==> src/rtl/rxq_pkg.sv <==
// Shared constants and types for the tagged serial receiver.
// Assumes data characters are at most RXQ_DW bits wide.
package rxq_pkg;

    localparam int RXQ_DW       = 8;   // widest data character
    localparam int RXQ_MIN_BITS = 5;   // length code 0 selects this many bits
    localparam int RXQ_NERR     = 3;   // per-character error tags

    // positions of the error tags inside an entry
    localparam int ERR_PAR = 0;
    localparam int ERR_FRM = 1;
    localparam int ERR_BRK = 2;

    typedef enum logic [2:0] {
        RX_IDLE,
        RX_START,
        RX_DATA,
        RX_PARITY,
        RX_STOP,
        RX_BREAK
    } rx_state_e;

    typedef struct packed {
        logic [RXQ_DW-1:0]   data;
        logic [RXQ_NERR-1:0] err;
    } rxq_entry_t;

endpackage

==> src/rtl/rxq_sampler.sv <==
// Oversampling receive state machine.
// Finds start bits, samples each bit near its middle, checks parity and
// stop, spots breaks and resynchronises after a framing error. It emits
// a one-cycle push with a tagged entry at the stop-bit sample.
// Assumes rx is already synchronised to clk and tick pulses OSR times per bit.
module rxq_sampler
    import rxq_pkg::*;
#(
    parameter int OSR = 16
) (
    input  logic       clk,
    input  logic       rst_n,
    input  logic       tick,
    input  logic       rx,
    input  logic [1:0] cfg_len,
    input  logic       cfg_par_en,
    input  logic       cfg_par_even,
    output logic       push,
    output rxq_entry_t push_entry
);

    localparam int CNT_W = $clog2(OSR);
    localparam int IDX_W = $clog2(RXQ_DW);
    localparam logic [CNT_W-1:0] MID_CNT  = CNT_W'(OSR / 2 - 1);
    localparam logic [CNT_W-1:0] LAST_CNT = CNT_W'(OSR - 1);
    localparam logic [IDX_W:0]   DW_VAL   = (IDX_W + 1)'(RXQ_DW);
    localparam logic [IDX_W:0]   MIN_VAL  = (IDX_W + 1)'(RXQ_MIN_BITS);

    rx_state_e         state;
    logic [CNT_W-1:0]  cnt;
    logic [IDX_W-1:0]  bit_idx;
    logic [RXQ_DW-1:0] shreg;
    logic              par_bit;

    logic [IDX_W:0]    nbits;
    logic [IDX_W:0]    last_idx;
    logic [RXQ_DW-1:0] aligned;
    logic              par_bad;
    logic              is_brk;
    logic              stop_tick;

    // Decode the character length and move the shifted bits down to bit 0.
    always_comb begin
        nbits    = MIN_VAL + {{(IDX_W - 1){1'b0}}, cfg_len};
        last_idx = nbits - 1'b1;
        aligned  = shreg >> (DW_VAL - nbits);
    end

    // Judge the completed frame at the stop-bit sample.
    always_comb begin
        stop_tick = tick && (state == RX_STOP) && (cnt == LAST_CNT);
        par_bad   = (^aligned ^ par_bit) ^ ~cfg_par_even;
        is_brk    = !rx && (aligned == '0) && (!cfg_par_en || !par_bit);
    end

    // Build the entry pushed into the queue.
    always_comb begin
        push                     = stop_tick;
        push_entry.data          = is_brk ? '0 : aligned;
        push_entry.err[ERR_PAR]  = !is_brk && cfg_par_en && par_bad;
        push_entry.err[ERR_FRM]  = !is_brk && !rx;
        push_entry.err[ERR_BRK]  = is_brk;
    end

    // Receive sequencer: advances once per oversampling tick.
    always_ff @(posedge clk) begin
        if (!rst_n) begin
            state   <= RX_IDLE;
            cnt     <= '0;
            bit_idx <= '0;
            shreg   <= '0;
            par_bit <= 1'b0;
        end else if (tick) begin
            case (state)
                RX_IDLE: begin
                    if (!rx) begin
                        state <= RX_START;
                        cnt   <= CNT_W'(1);
                    end
                end
                RX_START: begin
                    if (cnt == MID_CNT) begin
                        cnt     <= '0;
                        bit_idx <= '0;
                        shreg   <= '0;
                        par_bit <= 1'b0;
                        state   <= rx ? RX_IDLE : RX_DATA;
                    end else begin
                        cnt <= cnt + 1'b1;
                    end
                end
                RX_DATA: begin
                    if (cnt == LAST_CNT) begin
                        cnt   <= '0;
                        shreg <= {rx, shreg[RXQ_DW-1:1]};
                        if ({1'b0, bit_idx} == last_idx) begin
                            state <= cfg_par_en ? RX_PARITY : RX_STOP;
                        end else begin
                            bit_idx <= bit_idx + 1'b1;
                        end
                    end else begin
                        cnt <= cnt + 1'b1;
                    end
                end
                RX_PARITY: begin
                    if (cnt == LAST_CNT) begin
                        cnt     <= '0;
                        par_bit <= rx;
                        state   <= RX_STOP;
                    end else begin
                        cnt <= cnt + 1'b1;
                    end
                end
                RX_STOP: begin
                    if (cnt == LAST_CNT) begin
                        if (rx) begin
                            cnt   <= '0;
                            state <= RX_IDLE;
                        end else if (is_brk) begin
                            cnt   <= '0;
                            state <= RX_BREAK;
                        end else begin
                            // low stop taken as the next start, one more sample due
                            cnt   <= MID_CNT;
                            state <= RX_START;
                        end
                    end else begin
                        cnt <= cnt + 1'b1;
                    end
                end
                RX_BREAK: begin
                    if (rx) begin
                        state <= RX_IDLE;
                    end
                end
                default: state <= RX_IDLE;
            endcase
        end
    end

endmodule

==> src/rtl/rxq_fifo.sv <==
// Receive queue of tagged entries.
// Holds DEPTH entries in queue mode, or one entry when queue mode is off.
// Counts tagged entries and reports the tags of a character at the moment
// it becomes the head. Assumes DEPTH is a power of two and that queue
// mode changes only while the queue is empty.
module rxq_fifo
    import rxq_pkg::*;
#(
    parameter int DEPTH = 16
) (
    input  logic                     clk,
    input  logic                     rst_n,
    input  logic                     fifo_en,
    input  logic                     push,
    input  rxq_entry_t               push_entry,
    input  logic                     pop,
    output rxq_entry_t               head,
    output logic                     empty,
    output logic                     overrun,
    output logic                     head_load,
    output logic [RXQ_NERR-1:0]      head_err,
    output logic                     err_left_nxt,
    output logic [$clog2(DEPTH+1)-1:0] count
);

    localparam int PTR_W = $clog2(DEPTH);
    localparam int CNT_W = $clog2(DEPTH + 1);

    rxq_entry_t       mem [DEPTH];
    logic [PTR_W-1:0] wr_ptr;
    logic [PTR_W-1:0] rd_ptr;
    logic [CNT_W-1:0] err_cnt;
    logic [CNT_W-1:0] err_cnt_nxt;
    logic [CNT_W-1:0] cap;
    logic             full;
    logic             push_ok;
    logic             pop_ok;
    logic             push_tag;
    logic             pop_tag;
    rxq_entry_t       next_head;

    // Capacity, accept and drop decisions.
    always_comb begin
        cap       = fifo_en ? CNT_W'(DEPTH) : CNT_W'(1);
        full      = (count >= cap);
        empty     = (count == '0);
        push_ok   = push && !full;
        overrun   = push && full;
        pop_ok    = pop && !empty;
        head      = mem[rd_ptr];
        next_head = mem[rd_ptr + PTR_W'(1)];
        push_tag  = push_ok && (|push_entry.err);
        pop_tag   = pop_ok && (|head.err);
    end

    // Find which character becomes the head at this edge, and its tags.
    always_comb begin
        head_load = (push_ok && empty)
                 || (pop_ok && (count > CNT_W'(1)))
                 || (pop_ok && (count == CNT_W'(1)) && push_ok);
        head_err  = (pop_ok && (count > CNT_W'(1))) ? next_head.err : push_entry.err;
    end

    // Next number of tagged entries in the queue.
    always_comb begin
        err_cnt_nxt = err_cnt;
        case ({push_tag, pop_tag})
            2'b10:   err_cnt_nxt = err_cnt + 1'b1;
            2'b01:   err_cnt_nxt = err_cnt - 1'b1;
            default: err_cnt_nxt = err_cnt;
        endcase
        err_left_nxt = (err_cnt_nxt != '0);
    end

    // Entry storage: written only on an accepted push.
    always_ff @(posedge clk) begin
        if (push_ok) begin
            mem[wr_ptr] <= push_entry;
        end
    end

    // Pointer, occupancy and tag-count registers.
    always_ff @(posedge clk) begin
        if (!rst_n) begin
            wr_ptr  <= '0;
            rd_ptr  <= '0;
            count   <= '0;
            err_cnt <= '0;
        end else begin
            if (push_ok) wr_ptr <= wr_ptr + 1'b1;
            if (pop_ok)  rd_ptr <= rd_ptr + 1'b1;
            case ({push_ok, pop_ok})
                2'b10:   count <= count + 1'b1;
                2'b01:   count <= count - 1'b1;
                default: count <= count;
            endcase
            err_cnt <= err_cnt_nxt;
        end
    end

endmodule

==> src/rtl/rxq_status.sv <==
// Sticky status flags.
// Head tags latch when their character becomes the head. Overrun latches
// on a dropped character. A status read clears them. The summary flag
// follows the queued tag count and is released only by a read.
module rxq_status
    import rxq_pkg::*;
(
    input  logic                clk,
    input  logic                rst_n,
    input  logic                fifo_en,
    input  logic                stat_rd,
    input  logic                head_load,
    input  logic [RXQ_NERR-1:0] head_err,
    input  logic                overrun,
    input  logic                err_left_nxt,
    output logic [RXQ_NERR-1:0] flags,
    output logic                ovr_flag,
    output logic                sum_flag
);

    // One sticky flag per error tag kind.
    for (genvar g = 0; g < RXQ_NERR; g++) begin : g_tag
        // Set from the new head's tag, clear on a status read.
        always_ff @(posedge clk) begin
            if (!rst_n) begin
                flags[g] <= 1'b0;
            end else begin
                flags[g] <= (flags[g] && !stat_rd) || (head_load && head_err[g]);
            end
        end
    end

    // Overrun flag: set on a dropped character, cleared on a read.
    always_ff @(posedge clk) begin
        if (!rst_n) begin
            ovr_flag <= 1'b0;
        end else begin
            ovr_flag <= (ovr_flag && !stat_rd) || overrun;
        end
    end

    // Summary flag: follows queued tags, held until a read finds none.
    always_ff @(posedge clk) begin
        if (!rst_n) begin
            sum_flag <= 1'b0;
        end else begin
            sum_flag <= fifo_en && (err_left_nxt || (sum_flag && !stat_rd));
        end
    end

endmodule

==> src/rtl/rxq_receiver.sv <==
// Top of the tagged serial receiver: sampler, tagged queue and status flags.
// Assumes rx_in is synchronised and tick16 gives 16 enables per bit time.
module rxq_receiver
    import rxq_pkg::*;
#(
    parameter int OSR   = 16,
    parameter int DEPTH = 16
) (
    input  logic              clk,
    input  logic              rst_n,
    input  logic              tick16,
    input  logic              rx_in,
    input  logic [1:0]        cfg_len,
    input  logic              cfg_par_en,
    input  logic              cfg_par_even,
    input  logic              cfg_fifo_en,
    input  logic              rd_pop,
    output logic [RXQ_DW-1:0] rd_data,
    output logic              rd_ready,
    input  logic              stat_rd,
    output logic              st_parity,
    output logic              st_framing,
    output logic              st_break,
    output logic              st_overrun,
    output logic              st_err_sum
);

    localparam int CNT_W = $clog2(DEPTH + 1);

    logic                push;
    rxq_entry_t          push_entry;
    rxq_entry_t          head;
    logic                empty;
    logic                overrun;
    logic                head_load;
    logic [RXQ_NERR-1:0] head_err;
    logic                err_left_nxt;
    logic [CNT_W-1:0]    fifo_cnt;
    logic [RXQ_NERR-1:0] flags;

    rxq_sampler #(
        .OSR (OSR)
    ) u_sampler (
        .clk          (clk),
        .rst_n        (rst_n),
        .tick         (tick16),
        .rx           (rx_in),
        .cfg_len      (cfg_len),
        .cfg_par_en   (cfg_par_en),
        .cfg_par_even (cfg_par_even),
        .push         (push),
        .push_entry   (push_entry)
    );

    rxq_fifo #(
        .DEPTH (DEPTH)
    ) u_fifo (
        .clk          (clk),
        .rst_n        (rst_n),
        .fifo_en      (cfg_fifo_en),
        .push         (push),
        .push_entry   (push_entry),
        .pop          (rd_pop),
        .head         (head),
        .empty        (empty),
        .overrun      (overrun),
        .head_load    (head_load),
        .head_err     (head_err),
        .err_left_nxt (err_left_nxt),
        .count        (fifo_cnt)
    );

    rxq_status u_status (
        .clk          (clk),
        .rst_n        (rst_n),
        .fifo_en      (cfg_fifo_en),
        .stat_rd      (stat_rd),
        .head_load    (head_load),
        .head_err     (head_err),
        .overrun      (overrun),
        .err_left_nxt (err_left_nxt),
        .flags        (flags),
        .ovr_flag     (st_overrun),
        .sum_flag     (st_err_sum)
    );

    // Present the head byte and the flag outputs.
    always_comb begin
        rd_ready   = !empty;
        rd_data    = empty ? '0 : head.data;
        st_parity  = flags[ERR_PAR];
        st_framing = flags[ERR_FRM];
        st_break   = flags[ERR_BRK];
    end

endmodule

==> config.mk <==
export PLATFORM = sky130hd
export DESIGN_NAME = rxq_receiver
export DESIGN_NICKNAME = d
export VERILOG_FILES = /design/src/rtl/rxq_pkg.sv /design/src/rtl/rxq_sampler.sv /design/src/rtl/rxq_fifo.sv /design/src/rtl/rxq_status.sv /design/src/rtl/rxq_receiver.sv
export SDC_FILE = /design/constraint.sdc
export NUM_CORES = 1
export LEC_CHECK = 0
export ABC_CLOCK_PERIOD_IN_PS = 14550
export CAP_MARGIN = 20
export CORE_ASPECT_RATIO = 0.9
export CORE_MARGIN = 5
export CORE_UTILIZATION = 50
export CTS_CLUSTER_DIAMETER = 50
export DETAILED_ROUTE_END_ITERATION = 8
export PLACE_DENSITY = 0.67
export SLEW_MARGIN = 10
export SYNTH_ARGS = -nofsm -noshare
export SYNTH_HDL_FRONTEND = slang
export SYNTH_HIERARCHICAL = 1
export SYNTH_SLANG_ARGS = --single-unit
export TNS_END_PERCENT = 100
==> constraint.sdc <==
create_clock -name clk -period 14.55 [get_ports clk]
set_input_delay 2.1825 -clock clk [delete_from_list [all_inputs] [get_ports clk]]
set_output_delay 2.1825 -clock clk [all_outputs]
set_load 0.01 [all_outputs]
After elaboration in Yosys (flattened, before gate mapping)

Memories as Yosys holds them, arrays and structs flattened. A register that Yosys moved wholly into a read port is not among the register bits.
Index checks and enable logic that the tools add are counted.

Output and inout bits: 14
Register bits after elaboration: 42
Memory bits (writable): 176
Memories kept: 1
Bits of input ports: 11
Word-level logic and storage cells: 149

Equal/unequal tests: 21
Shift-type cells: 1
$lt $le $gt $ge: 2
Reductions and logical operators: 57
Multiplexer cells: 39
Bitwise logic cells: 3
$add $sub $neg: 11

Memory list:

| memory     | words | bits a word | read ports | clocked after Yosys merged registers in | wr ports | RTL line       | source |
|---|---|---|---|---|---|---|---|
| u_fifo.mem | 16    | 11          | 2          | 1                                       | 1        | rxq_fifo.sv:29 | `rxq_entry_t mem [DEPTH];` |

Operators with widths:

| operator                                               | number |
|---|---|
| 2-to-1 mux 3 bit                                       | 15 |
| 2-to-1 mux 8 bit                                       | 4 |
| 2-to-1 mux 4 bit                                       | 7 |
| logical AND 1 bit                                      | 25 |
| case mux 5 bit (2 select lines)                        | 2 |
| case mux 3 bit (6 select lines)                        | 1 |
| case mux 4 bit (4 select lines)                        | 1 |
| case mux 8 bit (2 select lines)                        | 1 |
| adder 4 x 1 -> 4 bit (second input constant)           | 3 |
| adder 5 x 1 -> 5 bit (second input constant)           | 2 |
| subtractor 5 x 1 -> 5 bit (second input constant)      | 2 |
| logical NOT 8 bit                                      | 1 |
| logical OR 1 bit                                       | 8 |
| inequality test 2 x 1 -> 1 bit (second input constant) | 4 |
| inequality test 2 bit (second input constant)          | 4 |
| AND reduction 4 bit                                    | 2 |
| AND reduction 8 bit                                    | 1 |
| XOR reduction 8 bit                                    | 1 |
| right shift 8 x 4 -> 8 bit                             | 1 |
| logical NOT 1 bit                                      | 7 |
| equality test 3 x 2 -> 1 bit (second input constant)   | 2 |
| equality test 3 bit (second input constant)            | 2 |
| case mux 3 bit (2 select lines)                        | 1 |
| nonzero test 2 bit                                     | 3 |
| other kinds (27)                                       | 34 |

Logic depth before layout (Yosys ltp)

Depth in word-level cells: 16
Gate-level depth with buffers: 20
Mapped depth without buffers: 19

Modules after synthesis

Netlist, hierarchy kept.

Modules (own cells, without submodules):

| module       | cells each | area an instance (µm²) | instances | seq. area each (µm²) |
|---|---|---|---|---|
| rxq_fifo     | 442        | 8359.3                 | 1         | 5725.5 |
| rxq_sampler  | 191        | 1616.6                 | 1         | 380.4 |
| rxq_status   | 18         | 182.7                  | 1         | 100.1 |
| rxq_receiver | 9          | 53.8                   | 1         | 0.0 |

Worst setup path before layout

OpenSTA, ideal clock, no wires.

Path kind: input -> register
Start: input port cfg_len[0]
End: register u_status.sum_flag
Data arrival time: 6265 ps
Setup slack: 8168 ps
Setup time: 116 ps
Stages: 18
Required time: 14434 ps
Path buffers: 1
Path through: ha_1 > xnor2_1 > o311ai_0 > a221o_1 > ha_1 > and4_1 > and3_2 > clkbuf_1 > nor2_1 > o31ai_1 > ha_1 > fa_1 > a21o_1 > a21oi_1 > xor2_1 > o21ai_0 > nand4_1 > o211a_1

RTL lines:

| what                 | RTL line           | source |
|---|---|---|
| from (decl)          | rxq_receiver.sv:13 | `input logic [1:0] cfg_len,` |
| to (signal assigned) | rxq_status.sv:47   | `sum_flag <= fifo_en && (err_left_nxt \|\| (sum_flag && !stat_rd));` |
| to (decl)            | rxq_status.sv:18   | `output logic sum_flag` |

==> run metrics <==
status=complete, no violations; # setup viols final=0; async set or reset register ratio after synthesis=0%; cell repeated most along the worst path=ha_1; peak supply drop=0.00008984 V; crit path kind=in2reg; synth top area cells=edfxtp_1 52%, mux4_2 14%, dfxtp_1 9.0%, ha_1 2.9%, nor2_1 1.4%; Mean Syn Cell Area=15.47 sq um; fraction of layout cells with a size suffix above 1=18.64%; Initial Util=50.94%; Vias=5800; Synth area leader=edfxtp_1; worst-case clock buffer depth=3; Antenna Cells=0; Post-Syn Instances=660; Crit path max-delay family=adder cells; Clk Latency, worst-skew pair=0.52 ns; H-tree levels=1; P_leak=3.551 nW; I/O pins=25; postcts setup bufs=0; Yosys reg bits=222; row count=49; fmax=139.0 MHz; Num Clock Sinks=222; vias in the first global route=5982; Initial DRC Count=491; CTS tree=yes; largest net degree at the start of global routing=45; antenna violations before repair=0; Residual DRC=0; vias per cell=6.023; Port Buffers=24; Crit. End Element=flip-flop; Die ar.=23390 sq um; Worst Max-Slew Pin Slew=1.031 ns; Worst Min Path Start=u_status/flags[1]$_SDFF_PN0_; commonest cells in the synthesized netlist=176 x edfxtp_1, 65 x mux4_2, 46 x dfxtp_1; fin crit share=49.44%; GRT Util Overall=18.45%; Worst-path clk slew=0.06 ns; first-pass GRT wire length=33800 um; critical path arrival=7.61 ns; RSZ-0062 raised after global routing=false; # fillers=1525; setup TNS=0 ns; Post-Syn Area=10210 sq um; max-cap violation count=0; final wirelength=21380 um; CP max stage delay=0.70 ns; Resized cells post-CTS=0; Tmin final=7.193 ns; CP Cell Sequence=clkdlybuf4s50_1 -> ha_1 -> mux4_1 -> nand2_1 -> ha_1 -> and4_1 -> and3_2 -> nor2_1 -> buf_4 -> o31ai_1 -> ha_1 -> ha_1 -> a21o_1 -> a21oi_1 -> xor2_1 -> o21ai_0 -> nand4_1 -> o211a_1; min setup slack post-route=7.357 ns; core area=20050 sq um; routed len/inst=22.20 um; slowest CP cell=ha_1; cts bufs inserted=26; Slew headroom=30.99%; Worst Skew=0.01331 ns; CTS root buf=clkbuf_16; gpl congestion=0.8007; worst flop-to-flop path startpoint=u_sampler/shreg[3]$_SDFFE_PN0P_; Area Growth Syn to Fin=12.68%; top-count cell post-synth=edfxtp_1; sequential fraction of the synthesis area=60.77%; die span in x=160.6 um; maximum fanout along the worst path=28; Pre-antenna DRT Iters=5; antenna viol nets, final=0; CP Launch Point=cfg_len[0]; Post-synth EDFFs=176; Buf/Inv on CP=2; Die Ht=145.6 um; final net count=725; worst hold path class=reg2reg; Syn Nets=696; crit path launch type=primary input; final hold violation count=0; total gr overflow=0; ys flop type=edfxtp_1; PwrDens=140.5 nW/um^2; Yosys top cell area share=51.75%; cts-stage hold buffer count=0; worst slack, placed=6.523 ns; Synth cell types=74; Slew Limit Fails=0; Required @ worst endpoint=14.96 ns; YS warnings=6; dpl hpwl=13420 um
-- placed cells by master (no fill, tap or decap), types with 3 or more instances in the layout --
| cell | count |
|---|---|
| clkinv_1 | 6 |
| xor2_1 | 10 |
| clkbuf_16 | 27 |
| nor2b_1 | 17 |
| clkbuf_1 | 6 |
| a21boi_1 | 4 |
| edfxtp_1 | 176 |
| xnor2_1 | 13 |
| clkdlybuf4s50_1 | 24 |
| mux2_2 | 4 |
| buf_4 | 8 |
| a22oi_1 | 12 |
| ha_1 | 24 |
| nand2_1 | 36 |
| nor3b_1 | 3 |
| o31ai_1 | 4 |
| or3b_1 | 3 |
| nand3_1 | 21 |
| inv_1 | 16 |
| nor3_1 | 10 |
| mux4_2 | 65 |
| mux2i_1 | 8 |
| and2_1 | 17 |
| or3_1 | 3 |
| nand2b_1 | 6 |
| a21oi_1 | 15 |
| and3_1 | 6 |
| nor2_1 | 39 |
| mux4_1 | 3 |
| dfxtp_1 | 44 |
| a21o_1 | 5 |
| o21ai_0 | 14 |
-- metrics by stage --
stage / util [%] / instance area (sq um) / std cells / hold WS [ns] / total power [mW]
2_1_floorplan: - / 10210 / 660 / 0.4541 / 0.9176
3_3_place_gp: 53.06 / 10640 / 913 / 0.4648 / 0.9952
3_5_place_dp: 53.06 / 10640 / 913 / 0.4642 / 1.002
4_1_cts: 57.29 / 11480 / 960 / 0.4740 / 1.634
5_1_grt: 57.40 / 11510 / 963 / 0.4871 / 1.692
6_report: 57.40 / 11510 / 963 / 0.4747 / 1.617
-- worst paths after layout --
check                                                     to  slack [ns]  cells past startpoint
worst min register to register  u_status/flags[1]$_SDFF_PN0_        0.47                      2
worst max register to register  u_status/sum_flag$_SDFF_PN0_       10.12                     17
worst max-delay path            u_status/sum_flag$_SDFF_PN0_        7.36                     18
worst min-delay path            u_status/flags[1]$_SDFF_PN0_        0.47                      2
-- sequential cells by signal, indices dropped and copies added (netlist names), 4 cells and up, named ones only --
name             flops
u_fifo/count         5
u_sampler/cnt        4
u_sampler/shreg      8
u_fifo/rd_ptr        4
u_fifo/wr_ptr        4
u_fifo/mem         176
u_fifo/err_cnt       5
-- metal layers --
layer  GRT usage (%)  wire (um)  part of all wire (%)  vias to the layer above
li1                -          -                     -                     2644
met1           24.63       9118                    43                     2968
met2           31.14      10800                    51                      158
met3           4.220       1189                   5.6                       30
met4           4.215        271                   1.3                        0
met5               0          0                     0                        -
-- kinds of logic (layout without fill, tap and decap cells) --
group	count (synthesis)	in the layout	synth area share [%]
AO/OA/AOI/OAI	79	79	5.391
XOR/XNOR	25	25	2.512
adder cells (fa/ha/maj)	25	25	3.137
buffers and inverters	49	97	2.401
flip-flops	222	222	60.77
multiplexers	81	81	16.47
AND/OR/NAND/NOR	179	179	9.324
-- layout make-up --
class                   instances  area, sq um  share of cell area (%)
clock inverters                14        150.1                   1.305
repair buffers                 32        300.3                   2.610
multi-input cells             389         3761                   32.68
well taps                     255        319.1                   2.773
flip-flops and latches        222         6208                   53.95
inverters                      18        70.07                  0.6089
clock buffers                  33        698.2                   6.067
-- worst register-to-register path, stage by stage (launching register included) --
cell and delay [ns]:
dfxtp_1 0.41, nand3b_1 0.14, o311ai_0 0.16, a221o_1 0.34, ha_1 0.20, and4_1 0.17, and3_2 0.38, nor2_1 0.35
buf_4 0.26, o31ai_1 0.11, ha_1 0.30, fa_1 0.45, a21o_1 0.19, a21oi_1 0.18, xor2_1 0.10, o21ai_0 0.25
nand4_1 0.13, o211a_1 0.23
-- power by group --
group / internal (mW) / switching [mW]
sequential: 0.690 / 0.0213
clock: 0.379 / 0.252
combinational: 0.134 / 0.140
total: 1.20 / 0.413
No activity file was read; power rests on OpenSTA's default activity.
